==> config.mk <==
export PLATFORM = sky130hd
export DESIGN_NAME = iso_rsrc_regs
export DESIGN_NICKNAME = d
export VERILOG_FILES = /design/src/rtl/iso_rsrc_pkg.sv /design/src/rtl/iso_chan_reg.sv /design/src/rtl/iso_bw_reg.sv /design/src/rtl/iso_rsrc_regs.sv
export SDC_FILE = /design/constraint.sdc
export NUM_CORES = 1
export LEC_CHECK = 0
export BUFFER_PORTS_ARGS = -buffer_cell sky130_fd_sc_hd__clkbuf_2
export CAP_MARGIN = 10
export CORE_AREA = 2 2 134 136
export CTS_CLUSTER_DIAMETER = 80
export DETAILED_ROUTE_END_ITERATION = 6
export DIE_AREA = 0 0 136 138
export PLACE_DENSITY = 0.92
export SYNTH_ARGS = -nofsm -noshare
export SYNTH_HDL_FRONTEND = slang
export SYNTH_SLANG_ARGS = --single-unit
==> constraint.sdc <==
create_clock -name clk -period 3.5 [get_ports clk]
set_input_delay 0.175 -clock clk [delete_from_list [all_inputs] [get_ports clk]]
set_output_delay 0.175 -clock clk [all_outputs]
set_load 0.05 [all_outputs]
==> src/rtl/iso_rsrc_pkg.sv <==
package iso_rsrc_pkg;

    localparam int unsigned NUM_CH     = 64;
    localparam int unsigned CH_IDX_W   = $clog2(NUM_CH);
    localparam int unsigned BW_W       = 13;
    localparam int unsigned BW_TOTAL   = 6144;
    localparam int unsigned BW_ISO_MAX = 4915;

    typedef enum logic [1:0] {
        OP_READ  = 2'd0,
        OP_WRITE = 2'd1,
        OP_CSWAP = 2'd2,
        OP_CLAIM = 2'd3
    } iso_op_e;

    typedef enum logic {
        TGT_CHAN = 1'b0,
        TGT_BW   = 1'b1
    } iso_tgt_e;

    typedef struct packed {
        iso_op_e  op;
        iso_tgt_e tgt;
    } iso_cmd_t;

    function automatic iso_cmd_t decode_cmd(input logic [1:0] op, input logic tgt);
        iso_cmd_t c;
        c.op  = iso_op_e'(op);
        c.tgt = iso_tgt_e'(tgt);
        return c;
    endfunction

endpackage

==> src/rtl/iso_chan_reg.sv <==
module iso_chan_reg
    import iso_rsrc_pkg::*;
#(
    parameter int unsigned N_CH  = NUM_CH,
    parameter int unsigned IDX_W = $clog2(N_CH)
) (
    input  logic             clk,
    input  logic             rst,
    input  logic             init,
    input  logic             fire,
    input  iso_op_e          op,
    input  logic [N_CH-1:0]  wdata,
    input  logic [N_CH-1:0]  cmp,
    output logic [N_CH-1:0]  cur,
    output logic             ok_c,
    output logic [IDX_W-1:0] idx_c
);

    logic [N_CH-1:0]  map_q;
    logic [N_CH-1:0]  map_nxt;
    logic             any_free;
    logic [IDX_W-1:0] low_idx;
    logic [N_CH-1:0]  clr_mask;

    // lowest-set-bit priority encoder, bit 0 wins
    always_comb begin
        any_free = 1'b0;
        low_idx  = '0;
        for (int i = N_CH - 1; i >= 0; i--) begin
            if (map_q[i]) begin
                any_free = 1'b1;
                low_idx  = IDX_W'(i);
            end
        end
    end

    assign clr_mask = {{(N_CH-1){1'b0}}, 1'b1} << low_idx;

    always_comb begin
        map_nxt = map_q;
        ok_c    = 1'b1;
        idx_c   = '0;
        unique case (op)
            OP_READ:  ok_c = 1'b1;
            OP_WRITE: map_nxt = wdata;
            OP_CSWAP: begin
                if (map_q == cmp) map_nxt = wdata;
                else              ok_c    = 1'b0;
            end
            OP_CLAIM: begin
                if (any_free) begin
                    map_nxt = map_q & ~clr_mask;
                    idx_c   = low_idx;
                end else begin
                    ok_c = 1'b0;
                end
            end
            default: ok_c = 1'b0;
        endcase
    end

    always_ff @(posedge clk) begin
        if (rst || init)  map_q <= '1;
        else if (fire)    map_q <= map_nxt;
    end

    assign cur = map_q;

    assert_claim_one_bit_R6: assert property (@(posedge clk) disable iff (rst || init)
        (fire && op == OP_CLAIM && any_free) |=>
            ($countones(map_q) == $countones($past(map_q)) - 1));

    assert_claim_empty_stable_R7: assert property (@(posedge clk) disable iff (rst || init)
        (fire && op == OP_CLAIM && map_q == '0) |=> (map_q == '0));

    assert_cswap_miss_stable_R5: assert property (@(posedge clk) disable iff (rst || init)
        (fire && op == OP_CSWAP && map_q != cmp) |=> $stable(map_q));

endmodule

==> src/rtl/iso_bw_reg.sv <==
module iso_bw_reg
    import iso_rsrc_pkg::*;
#(
    parameter int unsigned DATA_W = NUM_CH,
    parameter int unsigned W      = BW_W,
    parameter int unsigned TOTAL  = BW_TOTAL,
    parameter int unsigned INIT_V = BW_ISO_MAX
) (
    input  logic              clk,
    input  logic              rst,
    input  logic              init,
    input  logic              fire,
    input  iso_op_e           op,
    input  logic [DATA_W-1:0] wdata,
    input  logic [DATA_W-1:0] cmp,
    output logic [W-1:0]      cur,
    output logic              ok_c
);

    localparam logic [DATA_W-1:0] TOTAL_X = DATA_W'(TOTAL);
    localparam logic [W-1:0]      INIT_W  = W'(INIT_V);

    logic [W-1:0]      pool_q;
    logic [W-1:0]      pool_nxt;
    logic [DATA_W-1:0] pool_x;
    logic              in_range;
    logic              fits;

    assign pool_x   = {{(DATA_W-W){1'b0}}, pool_q};
    assign in_range = (wdata <= TOTAL_X);
    assign fits     = (wdata <= pool_x);

    always_comb begin
        pool_nxt = pool_q;
        ok_c     = 1'b1;
        unique case (op)
            OP_READ:  ok_c = 1'b1;
            OP_WRITE: begin
                if (in_range) pool_nxt = wdata[W-1:0];
                else          ok_c     = 1'b0;
            end
            OP_CSWAP: begin
                if (cmp == pool_x && in_range) pool_nxt = wdata[W-1:0];
                else                           ok_c     = 1'b0;
            end
            OP_CLAIM: begin
                if (fits) pool_nxt = pool_q - wdata[W-1:0];
                else      ok_c     = 1'b0;
            end
            default: ok_c = 1'b0;
        endcase
    end

    always_ff @(posedge clk) begin
        if (rst || init) pool_q <= INIT_W;
        else if (fire)   pool_q <= pool_nxt;
    end

    assign cur = pool_q;

    assert_pool_ceiling_R10: assert property (@(posedge clk) disable iff (rst)
        pool_x <= TOTAL_X);

    assert_claim_over_stable_R9: assert property (@(posedge clk) disable iff (rst || init)
        (fire && op == OP_CLAIM && !fits) |=> $stable(pool_q));

    assert_claim_deduct_R8: assert property (@(posedge clk) disable iff (rst || init)
        (fire && op == OP_CLAIM && fits) |=> (pool_q <= $past(pool_q)));

endmodule

==> src/rtl/iso_rsrc_regs.sv <==
module iso_rsrc_regs
    import iso_rsrc_pkg::*;
#(
    parameter int unsigned N_CH  = NUM_CH,
    parameter int unsigned IDX_W = $clog2(N_CH),
    parameter int unsigned BWW   = BW_W,
    parameter int unsigned TOTAL = BW_TOTAL,
    parameter int unsigned BINIT = BW_ISO_MAX
) (
    input  logic             clk,
    input  logic             rst,
    input  logic             init,
    input  logic             req_valid,
    input  logic [1:0]       req_op,
    input  logic             req_tgt,
    input  logic [N_CH-1:0]  req_data,
    input  logic [N_CH-1:0]  req_cmp,
    output logic             rsp_valid,
    output logic             rsp_ok,
    output logic [N_CH-1:0]  rsp_old,
    output logic [IDX_W-1:0] rsp_chan
);

    iso_cmd_t         cmd;
    logic             fire_ch, fire_bw;
    logic [N_CH-1:0]  ch_cur;
    logic             ch_ok;
    logic [IDX_W-1:0] ch_idx;
    logic [BWW-1:0]   bw_cur;
    logic             bw_ok;

    assign cmd     = decode_cmd(req_op, req_tgt);
    assign fire_ch = req_valid && cmd.tgt == TGT_CHAN;
    assign fire_bw = req_valid && cmd.tgt == TGT_BW;

    iso_chan_reg #(.N_CH(N_CH), .IDX_W(IDX_W)) u_chan (
        .clk   (clk),
        .rst   (rst),
        .init  (init),
        .fire  (fire_ch),
        .op    (cmd.op),
        .wdata (req_data),
        .cmp   (req_cmp),
        .cur   (ch_cur),
        .ok_c  (ch_ok),
        .idx_c (ch_idx)
    );

    iso_bw_reg #(.DATA_W(N_CH), .W(BWW), .TOTAL(TOTAL), .INIT_V(BINIT)) u_bw (
        .clk   (clk),
        .rst   (rst),
        .init  (init),
        .fire  (fire_bw),
        .op    (cmd.op),
        .wdata (req_data),
        .cmp   (req_cmp),
        .cur   (bw_cur),
        .ok_c  (bw_ok)
    );

    always_ff @(posedge clk) begin
        if (rst || init) begin
            rsp_valid <= 1'b0;
            rsp_ok    <= 1'b0;
            rsp_old   <= '0;
            rsp_chan  <= '0;
        end else begin
            rsp_valid <= req_valid;
            if (req_valid) begin
                if (cmd.tgt == TGT_CHAN) begin
                    rsp_ok   <= ch_ok;
                    rsp_old  <= ch_cur;
                    rsp_chan <= ch_idx;
                end else begin
                    rsp_ok   <= bw_ok;
                    rsp_old  <= {{(N_CH-BWW){1'b0}}, bw_cur};
                    rsp_chan <= '0;
                end
            end
        end
    end

    assert_reply_follows_R11: assert property (@(posedge clk) disable iff (rst || init)
        req_valid |=> rsp_valid);

    assert_no_stray_reply_R11: assert property (@(posedge clk) disable iff (rst)
        (!req_valid || init) |=> !rsp_valid);

    assert_init_load_R12: assert property (@(posedge clk) disable iff (rst)
        init |=> (ch_cur == '1 && bw_cur == BWW'(BINIT)));

    assert_reset_load_R1: assert property (@(posedge clk)
        rst |=> (ch_cur == '1 && bw_cur == BWW'(BINIT) && !rsp_valid));

endmodule

# [Word level (Yosys, flattened, before mapping)]
# Index checks and enable logic that the tools add are counted.
[word_totals] register_bits=149 latch_bits=0 mem_bits_rw=0 mem_bits_ro=0 inputBits=135 output_inout_bits=72 wordCells=178 mem_count=0
[classes] add_sub_neg=1 n_mul=0 div_mod_pow=0 order_cmp=2 eq_ne=10 n_shift=1 n_mux=147 n_bitwise=3 reduce_logical=8
[ops] cell="6-bit 2-to-1 mux" n=67
[ops] cell="64-bit 2-to-1 mux" n=3
[ops] cell="64-bit case mux with 3 select lines" n=1
[ops] cell="1-bit 2-to-1 mux" n=70
[ops] cell="64-bit AND" n=1
[ops] cell="64-bit by 13-bit == test with 1-bit output" n=1
[ops] cell="64-bit == test" n=1
[ops] cell="64-bit by 13-bit <= comparator with 1-bit output" n=1
[ops] cell="64-bit by 13-bit <= comparator with 1-bit output (second input constant)" n=1
[ops] cell="64-bit NOT" n=1
[ops] cell="1-bit by 6-bit left shift with 64-bit output (first input constant)" n=1
[ops] cell="13-bit 2-to-1 mux" n=3
[ops] cell="13-bit case mux with 3 select lines" n=1
[ops] cell="13-bit subtractor" n=1
[ops] cell="2-bit by 1-bit inequality test with 1-bit output (second input constant)" n=3
[ops] cell="5-bit AND reduction" n=1
[ops] cell="2-bit == test (second input constant)" n=2
[ops] cell="2-bit inequality test (second input constant)" n=2
[ops] cell="1-bit case mux with 4 select lines" n=1
[ops] cell="4-bit AND reduction" n=1
[ops] cell="1-bit logical AND" n=3
[ops] cell="3-bit nonzero test" n=1
[ops] cell="2-bit by 1-bit == test with 1-bit output (second input constant)" n=1
[ops] cell="2-bit logical NOT" n=1
[ops] cell="other kinds (3)" n=3

# [Logic depth before layout (Yosys ltp)]
# Gate-level depths: netlist (run 1).
[depth] depth_word=69 mapped_depth=12 mapped_depth_nobuf=11

# [Hierarchy]
# From an unflattened synthesis (run 1), not the netlist that was laid out.
[unflattened] cells_unflattened=1217 area_unflattened_um2=9995.8
[by_module_without_submodules] mod="iso_chan_reg" n_inst=1 cells_per_inst=622 area_each_um2=4818.4
[by_module_without_submodules] mod="iso_rsrc_regs" n_inst=1 cells_per_inst=322 area_each_um2=3055.4
[by_module_without_submodules] mod="iso_bw_reg" n_inst=1 cells_per_inst=273 area_each_um2=2122.0

# [Worst setup path before layout (run 1)]
# No wires, ideal clock.
[synth_path] kind="register to register" start="register u_chan.map_q[32] (netlist: u_chan.cur[32])" end="register u_chan.map_q[13] (netlist: u_chan.cur[13])" setup_ns=0.116 arrival_ns=2.583 path_slack_ns=0.801 path_stages_with_launch=11 n_path_buf=2 synth_period_minus_slack_ns=2.699 cell_sequence="dfxtp_1 -> clkbuf_1 -> or4_1 -> nand4bb_4 -> nor4_4 -> a211oi_1 -> a41oi_2 -> nor2_2 -> buf_2 -> a221o_1 -> a31o_1"
[synth_between] elab_chain_cells=38 word_cells_on_any_way=75 classes_between="3 x eq/ne; 1 x shift; 68 x mux; 2 x bitwise; 1 x reduce/logical"
[synth_lines] element="start: declaration" line_no="iso_chan_reg.sv:19" text="logic [N_CH-1:0] map_q;"
[synth_lines] element="start signal: assignment" line_no="iso_chan_reg.sv:64" text="else if (fire) map_q <= map_nxt;"
[synth_lines] element="6-bit 2-to-1 mux (33 in series)" line_no="iso_chan_reg.sv:30" text="if (map_q[i]) begin"
[synth_lines] element="1-bit by 6-bit left shift with 64-bit output" line_no="iso_chan_reg.sv:37" text="assign clr_mask = {{(N_CH-1){1'b0}}, 1'b1} << low_idx;"
[synth_lines] element="64-bit NOT" line_no="iso_chan_reg.sv:52" text="map_nxt = map_q & ~clr_mask;"
[synth_lines] element="64-bit AND" line_no="iso_chan_reg.sv:52"
[synth_lines] element="64-bit 2-to-1 mux" line_no="iso_chan_reg.sv:51" text="if (any_free) begin"
[synth_lines] element="64-bit case mux with 3 select lines" line_no="iso_chan_reg.sv:43" text="unique case (op)"
# Several ways; a longest one is shown, not always the timed one. The select of a mux whose other input is x is not followed.
# A chain may end at the register's enable or synchronous reset.

# [Worst setup path in the final report (run 1)]
[layout_path] start="register u_chan.map_q[59] (netlist: u_chan.cur[59])" end="register u_chan.map_q[27] (netlist: u_chan.cur[27])"
[layout_between] elab_chain_cells=65 word_cells_on_any_way=129 classes_between="3 x eq/ne; 1 x shift; 122 x mux; 2 x bitwise; 1 x reduce/logical"
[layout_lines] element="6-bit 2-to-1 mux (60 in series)" line_no="iso_chan_reg.sv:30"
[layout_lines] element="1-bit by 6-bit left shift with 64-bit output" line_no="iso_chan_reg.sv:37"
[layout_lines] element="64-bit NOT" line_no="iso_chan_reg.sv:52"
[layout_lines] element="64-bit AND" line_no="iso_chan_reg.sv:52"
[layout_lines] element="64-bit 2-to-1 mux" line_no="iso_chan_reg.sv:51"
[layout_lines] element="64-bit case mux with 3 select lines" line_no="iso_chan_reg.sv:43"
# Several ways; a longest one is shown, not always the timed one. The select of a mux whose other input is x is not followed.

==> results of run 1 <==
==> final cells by class <==
cell class / count / area share
Clock inverter: 14 / 0.0119
Tap cell: 229 / 0.0242
Sequential cell: 149 / 0.252
Multi-Input combinational cell: 884 / 0.503
Clock buffer: 18 / 0.0371
Inverter: 51 / 0.0162
Timing Repair Buffer: 305 / 0.156
==> worst max-delay path, stage by stage, from the launching register on <==
cell and delay [ns]:
dfxtp_1 0.55, inv_1 0.16, a221o_1 0.34, a211o_1 0.30
a211o_1 0.35, a311oi_1 0.45, buf_4 0.20, o211ai_1 0.11
buf_4 0.21, nor4_1 0.43, o211ai_1 0.13
==> flip-flops by register name, summed over array words and instances, names as in the netlist <==
signal,flops
u_bw.cur,13
rsp_valid,1
rsp_chan,6
rsp_old,64
rsp_ok,1
u_chan.cur,64
==> power breakdown <==
part | leakage (µW) | internal (µW) | total (µW) | switching [µW]
combinational | 0.00338 | 249 | 711 | 461
sequential | 0.00121 | 1740 | 1790 | 48.3
clock | 0.000272 | 1020 | 1840 | 826
==> cell families (layout without fill, tap and decap cells) <==
group / after synthesis / after routing / share of synthesized area
AOI/OAI and AO/OA: 363 / 363 / 0.275
xor gates and xnor gates: 82 / 82 / 0.0749
adders and majority gates: 26 / 26 / 0.0347
buffers and inverters: 167 / 388 / 0.0705
DFF: 149 / 149 / 0.311
muxes: 14 / 14 / 0.0146
and+or+nand+nor: 399 / 399 / 0.220
==> metrics by stage <==
step | instances | power [µW] | instance area (µm²) | worst slack (ns) | util
2_1_floorplan | 1200 | 2210 | 9590 | 0.801 | -
3_3_place_gp | 1602 | 2480 | 11100 | 0.340 | 0.634
3_5_place_dp | 1602 | 2490 | 11100 | 0.343 | 0.634
4_1_cts | 1650 | 4300 | 11900 | 0.336 | 0.676
5_1_grt | 1650 | 4430 | 11900 | 0.126 | 0.676
6_report | 1650 | 4340 | 11900 | 0.149 | 0.676
==> worst max-delay path by stage <==
stage	startpoint	slack, ns	endpoint
2_1_floorplan	u_chan.cur[32]$_SDFFE_PP1P_	0.80	u_chan.cur[13]$_SDFFE_PP1P_
5_1_grt	u_chan.cur[59]$_SDFFE_PP1P_	0.13	u_chan.cur[27]$_SDFFE_PP1P_
3_5_place_dp	u_chan.cur[59]$_SDFFE_PP1P_	0.34	u_chan.cur[27]$_SDFFE_PP1P_
3_3_place_gp	u_chan.cur[59]$_SDFFE_PP1P_	0.34	u_chan.cur[27]$_SDFFE_PP1P_
6_report	u_chan.cur[59]$_SDFFE_PP1P_	0.15	u_chan.cur[27]$_SDFFE_PP1P_
4_1_cts	u_chan.cur[59]$_SDFFE_PP1P_	0.34	u_chan.cur[27]$_SDFFE_PP1P_
==> layer usage <==
metal | wire (µm) | global-route usage | up-vias
met5 | 0 | 0 | -
met4 | 2110 | 0.204 | 0
met3 | 5920 | 0.122 | 206
met2 | 16000 | 0.577 | 1049
met1 | 15200 | 0.557 | 5129
li1 | - | - | 4841
==> synth_stat cells, types with 5 or more instances <==
cell and n:
a221oi_1 15, xnor2_1 24, mux2i_1 14, nor2_1 132, a22oi_1 39, o21ai_0 46, nand2b_1 11, a211o_1 34
nor2b_1 26, nor3_1 34, nand3_1 11, buf_1 5, and2_1 6, a211oi_1 31, a21oi_1 54, ha_1 25
a221o_1 17, o31ai_1 8, o21ai_1 7, o21a_1 6, buf_4 5, clkbuf_1 87, and3_1 15, o211ai_1 19
a31o_1 12, buf_2 18, nand2_1 54, a21o_1 18, dfxtp_1 149, a31oi_1 19, a311oi_1 6, xor2_1 58
inv_1 50, nor4_1 54, nand4_1 22, or4_1 7, or2_2 6
==> placed cells by master (no fill, tap or decap), drive strengths merged, types with 11 or more instances in the layout <==
| cell type | instances |
|---|---|
| nand3 | 11 |
| mux2i | 14 |
| nor2 | 133 |
| clkbuf | 224 |
| a22oi | 39 |
| a211o | 34 |
| dfxtp | 149 |
| a31o | 14 |
| a21oi | 54 |
| a21o | 18 |
| nor3 | 34 |
| buf | 83 |
| nand2 | 54 |
| a31oi | 19 |
| dlygate4sd3 | 16 |
| o211ai | 19 |
| nor4 | 60 |
| nor2b | 26 |
| a221oi | 18 |
| and3 | 15 |
| o21ai | 53 |
| nand4 | 24 |
| nand2b | 11 |
| a211oi | 31 |
| xor2 | 58 |
| ha | 25 |
| a221o | 17 |
| inv | 56 |
| xnor2 | 24 |
==> impl_results.md, run 1 <==
- Main synth FF type: dfxtp_1
- Worst Hold Endpoint: u_chan.cur[59]$_SDFFE_PP1P_
- Antenna-violating nets left: 0
- RSZ-0062 raised after global routing: false
- Worst r2r dst: u_chan.cur[27]$_SDFFE_PP1P_
- Clock Skews: 0.0117 ns
- CTS clk-pin slew, worst paths: 0.07 ns
- VDD IR max: approximately 0.00036 V
- Final setup viols: 0
- CTS H-Tree Depth: 4
- Largest net degree at the start of global routing: 57
- Hold Buf Count CTS: 16
- Layout cells sized above 1: 0.246
- Power density of the placed cells: between 300 and 400 nW/µm²
- Area grow syn2layout: 23.6%
- Hold path startpoint: req_data[59]
- Crit path time final: 3.35 ns
- Max clock buf depth: 2
- Synth unique cells: 72
- Clock sinks: 149
- Post-Syn Area per Cell: 7.99 µm²
- Hold Path Depth: 3
- LEAKAGE: just under 0.005 µW
- GPL Wtd Cong: ~1.0
- Max Clk Rate: 298 MHz
- Number of core rows: 49
- Aggregate global routing overflow: 0
- Status: complete, but fails checks
- Sequential element share of the synthesized area: 0.311
- DR pass1 iterations: 7
- Initial Util: 0.547
- Clock latency on the worst-skew pair: roughly 0.44 ns
- Vias in the first global route: 10496
- Synth top area share: 0.311
- IO Pins: 207
- Dominant cells by area after synthesis: dfxtp_1 (31%), xor2_1 (5.3%), nor2_1 (5.2%)
- Synthesis Warnings: 0
- TritonCTS clock tree: built
- R2R depth: 10
- Max-cap violations: 0
- Worst slew margin: 0.485
- Total track usage: 0.407
- Total CTS buffers: 17
- DIE AREA: 18800 µm²
- Critical setup path kind: register to register
- Post-route clock period utilization: 0.957
- Number of synthesized register bits: 149
- Type of origin of the critical path: register
- Synth Instances: 1200
- Postcts setup bufs: 0
- Final Hold Vio Count: 0
- Crit. End Element: register
- DIE HEIGHT: 138 µm
- Crit path DAT: between 3 and 4 ns
- Type of the most critical hold path: primary input to register
- Final number of max-transition violations: 0
- DP Wirelength: between 20000 and 30000 µm
- Worst slew pin tran: 0.773 ns
- Register area: 2980 µm²
- Die width: 136 µm
- FILL cells: 1420
- Initial antenna violation count: 0
- First-pass GRT wire length: 59200 µm
- R2R Path Start: u_chan.cur[59]$_SDFFE_PP1P_
- IO Port Bufs: 206
- Async S/R FF share, synth: 0
- Core area: 17500 µm²
- Layout Nets: 1569
- DRT Wirelength: between 30000 and 40000 µm
- Required @ worst endpoint: 3.81 ns
- CTS root buf: clkbuf_16
- Via Count: 11225
- Failing checks: design-rule violations
- Crit-path max FO: 8
- Setup TNS Final: 0 ns
- Post-synth EDFFs: 0
- Iteration-0 DRC Markers: approximately 1900
- # DRC: 11
- Leading area contributor after synthesis: dfxtp_1
- Final hold slack: 0.00187 ns
- Post-Syn Area: 9590 µm²
- Reg-to-reg slack, setup: approximately 0.15 ns
- Wire length per cell: 23.8 µm
- Syn Nets: 1361
- Via density per instance: 6.80
- # diodes: 0
- Post-CTS Resized: 0
- Multi-input logic area: ~6000 µm²
(Power assumes the default switching activity.)
==> run 2: changes to the inputs <==
--- a/config.mk
+++ b/config.mk
@@ -7,11 +7,13 @@
 export LEC_CHECK = 0
 export BUFFER_PORTS_ARGS = -buffer_cell sky130_fd_sc_hd__clkbuf_2
 export CAP_MARGIN = 10
-export CORE_AREA = 2 2 134 136
+export CORE_AREA = 2 2 133 135
+export CTS_BUF_LIST = sky130_fd_sc_hd__clkbuf_4 sky130_fd_sc_hd__clkbuf_8
 export CTS_CLUSTER_DIAMETER = 80
 export DETAILED_ROUTE_END_ITERATION = 6
-export DIE_AREA = 0 0 136 138
-export PLACE_DENSITY = 0.92
+export DIE_AREA = 0 0 135 137
+export PLACE_DENSITY = 0.93
+export REMOVE_ABC_BUFFERS = 1
 export SYNTH_ARGS = -nofsm -noshare
 export SYNTH_HDL_FRONTEND = slang
 export SYNTH_SLANG_ARGS = --single-unit
==> run 2 against run 1 <==
Effect of this change: the run still ends with design-rule violations left; via count decreased by 0.23%; global-route usage increased by 1.2 points; worst setup slack improved by 0.17 ns.
==> impl_results.md, run 2 (same netlist as run 1, synthesis figures left out) <==
- VDD IR max: 0.000244 V (-32%)
- RSZ-0062 raised after global routing: false
- Clock Skews: 0.0201 ns (+0.00836 ns)
- DIE AREA: 18500 µm² (-1.5%)
- Crit-path cells: or4_1 > nand4bb_4 > nor4_4 > a211oi_1 > a41oi_4 > nor2_4 > buf_4 > a221o_1 > a31o_1
- Area after DPL: 11100 µm² (+0.32%)
- Final number of max-transition violations: 0 (unchanged)
- Design Power: 4080 µW (-6.0%)
- Area grow syn2layout: 23.5% (about the same)
- Aggregate global routing overflow: 0 (unchanged)
- CTS H-Tree Depth: 4 (unchanged)
- Critical setup path kind: register to register
- Type of the most critical hold path: primary input to register
- Postcts setup bufs: 0 (unchanged)
- Total CTS buffers: 17 (unchanged)
- Initial antenna violation count: 0 (unchanged)
- Worst slew pin tran: 1.08 ns (+0.307 ns)
- Required @ worst endpoint: 3.87 ns (+0.06 ns)
- Total track usage: 0.418 (+0.0116)
- Crit-path max FO: 30 (+22)
- Commonest non-fill, non-tap cells in the layout: clkbuf_2 (206), dfxtp_1 (149), nor2_1 (131)
- CTS root buf: clkbuf_8
- Max Clk Rate: 314 MHz (+5.2%)
- Initial Util: 0.562 (+0.0153)
- # diodes: 0 (unchanged)
- Crit path DAT: 3.55 ns (-0.12 ns)
- Final hold slack: 0.0103 ns (+0.00841 ns)
- Failing checks: design-rule violations
- TritonCTS clock tree: built
- Clock sinks: 149 (unchanged)
- IO Pins: 207 (unchanged)
- IO Port Bufs: 206 (unchanged)
- Status: complete, but fails checks
- Max-cap violations: 0 (unchanged)
- Layout Nets: 1585 (+1.0%)
- Via Count: 11199 (-0.23%)
- First-pass GRT wire length: 58900 µm (-0.49%)
- Vias in the first global route: 10335 (-1.5%)
- Crit path time final: 3.18 ns (-0.167 ns)
- Number of core rows: 48 (-2.0%)
- Most common cell after layout, fill and taps aside: clkbuf_2
- GPL Wtd Cong: 1.08 (+4.2%)
- Clock latency on the worst-skew pair: 0.48 ns (+0.04 ns)
- Max clock buf depth: 2 (unchanged)
- Largest net degree at the start of global routing: 75 (+32%)
- Fin util: 0.694 (+0.0186)
- # DRC: 23 (+12)
- DIE HEIGHT: 137 µm (-0.72%)
- Post-route clock period utilization: 0.910 (-0.0477)
- Via density per instance: 6.74 (-0.89%)
- DP Wirelength: 29700 µm (+2.7%)
- Core area: 17100 µm² (-2.7%)
- DR pass1 iterations: 7 (unchanged)
- Die width: 135 µm (-0.74%)
- Final Hold Vio Count: 0 (unchanged)
- Post-CTS Resized: 0 (unchanged)
- Iteration-0 DRC Markers: 1479 (-20%)
- Post-route cell area: 11800 µm² (about the same)
- FILL cells: 1407 (-0.92%)
- CTS clk-pin slew, worst paths: 0.09 ns (+0.02 ns)
- Antenna-violating nets left: 0 (unchanged)
- Slowest CP cell: or4_1
- Layout cells sized above 1: 0.247 (+0.00161)
- Type of origin of the critical path: register
- Power density of the placed cells: 344 nW/µm² (-6.0%)
- Worst slew margin: 0.275 (-0.210)
- Wire length per cell: 23.7 µm (-0.24%)
- DRT Wirelength: 39400 µm (+0.43%)
- Final setup viols: 0 (unchanged)
- Crit. End Element: register
- LEAKAGE: 0.00490 µW (+0.60%)
- Slowest stage delay, CP: 0.68 ns (+0.13 ns)
-- run 2: cell count changes in the layout (fill, tap and decap cells not counted), sizes merged --
cell         change
inv              -4
clkbuf           +1
clkinvlp         -4
dlygate4sd3      +9
buf              +7
clkinv           +2
bufinv           +4
-- run 2: timing repair --
action / CTS / global route
setup endpoints to repair: 0 / 0
hold buffers: 25 / 0
endpoints found under the hold margin: 25 / 0
-- run 2: final timing paths --
kind         slack, ns                          end  depth (start not counted)                        start
min               0.01  u_chan.cur[19]$_SDFFE_PP1P_                          3                 req_data[19]
max               0.32  u_chan.cur[45]$_SDFFE_PP1P_                          9  u_chan.cur[33]$_SDFFE_PP1P_
min reg2reg       0.47     rsp_chan[5]$_SDFFE_PP0P_                          2     rsp_chan[5]$_SDFFE_PP0P_
max reg2reg       0.32  u_chan.cur[45]$_SDFFE_PP1P_                          9  u_chan.cur[33]$_SDFFE_PP1P_
-- run 2: final cells by class --
class / count / area, µm² / share of cell area
multi-input cells: 884 / 5960 / 0.503
flip-flops and latches: 149 / 2980 / 0.252
inverters: 51 / 191 / 0.0162
well taps: 225 / 282 / 0.0238
repair buffers: 321 / 1980 / 0.167
clock inverters: 12 / 200 / 0.0169
clock buffers: 19 / 249 / 0.0210
-- run 2: metal layers --
layer / global-route usage / vias to the layer above / wire length [µm]
li1: - / 4885 / -
met1: 0.524 / 5204 / 14800
met2: 0.684 / 921 / 17800
met4: 0.217 / 0 / 2410
met5: 0 / - / 0
met3: 0.0826 / 189 / 4410
-- run 2: critical path, delay by kind of cell (launching register included) --
family,cells,cell delay (ns)
simple gates,4,1.36
compound gates,4,0.97
flops,1,0.45
buf+inv,1,0.28
-- run 2: metrics by stage --
| stage | std cells | setup WS (ns) | TNS [ns] |
|---|---|---|---|
| 6_report | 1661 | 0.316 | 0 |
| 3_3_place_gp | 1605 | 0.428 | 0 |
| 3_5_place_dp | 1605 | 0.423 | 0 |
| 2_1_floorplan | 1084 | -2.78 | -163.52 |
| 4_1_cts | 1661 | 0.401 | 0 |
| 5_1_grt | 1661 | 0.246 | 0 |
-- run 2: power breakdown --
part | switching (µW) | total (µW) | internal [µW]
clock | 711 | 1570 | 863
combinational | 471 | 727 | 255
sequential | 40.6 | 1780 | 1740
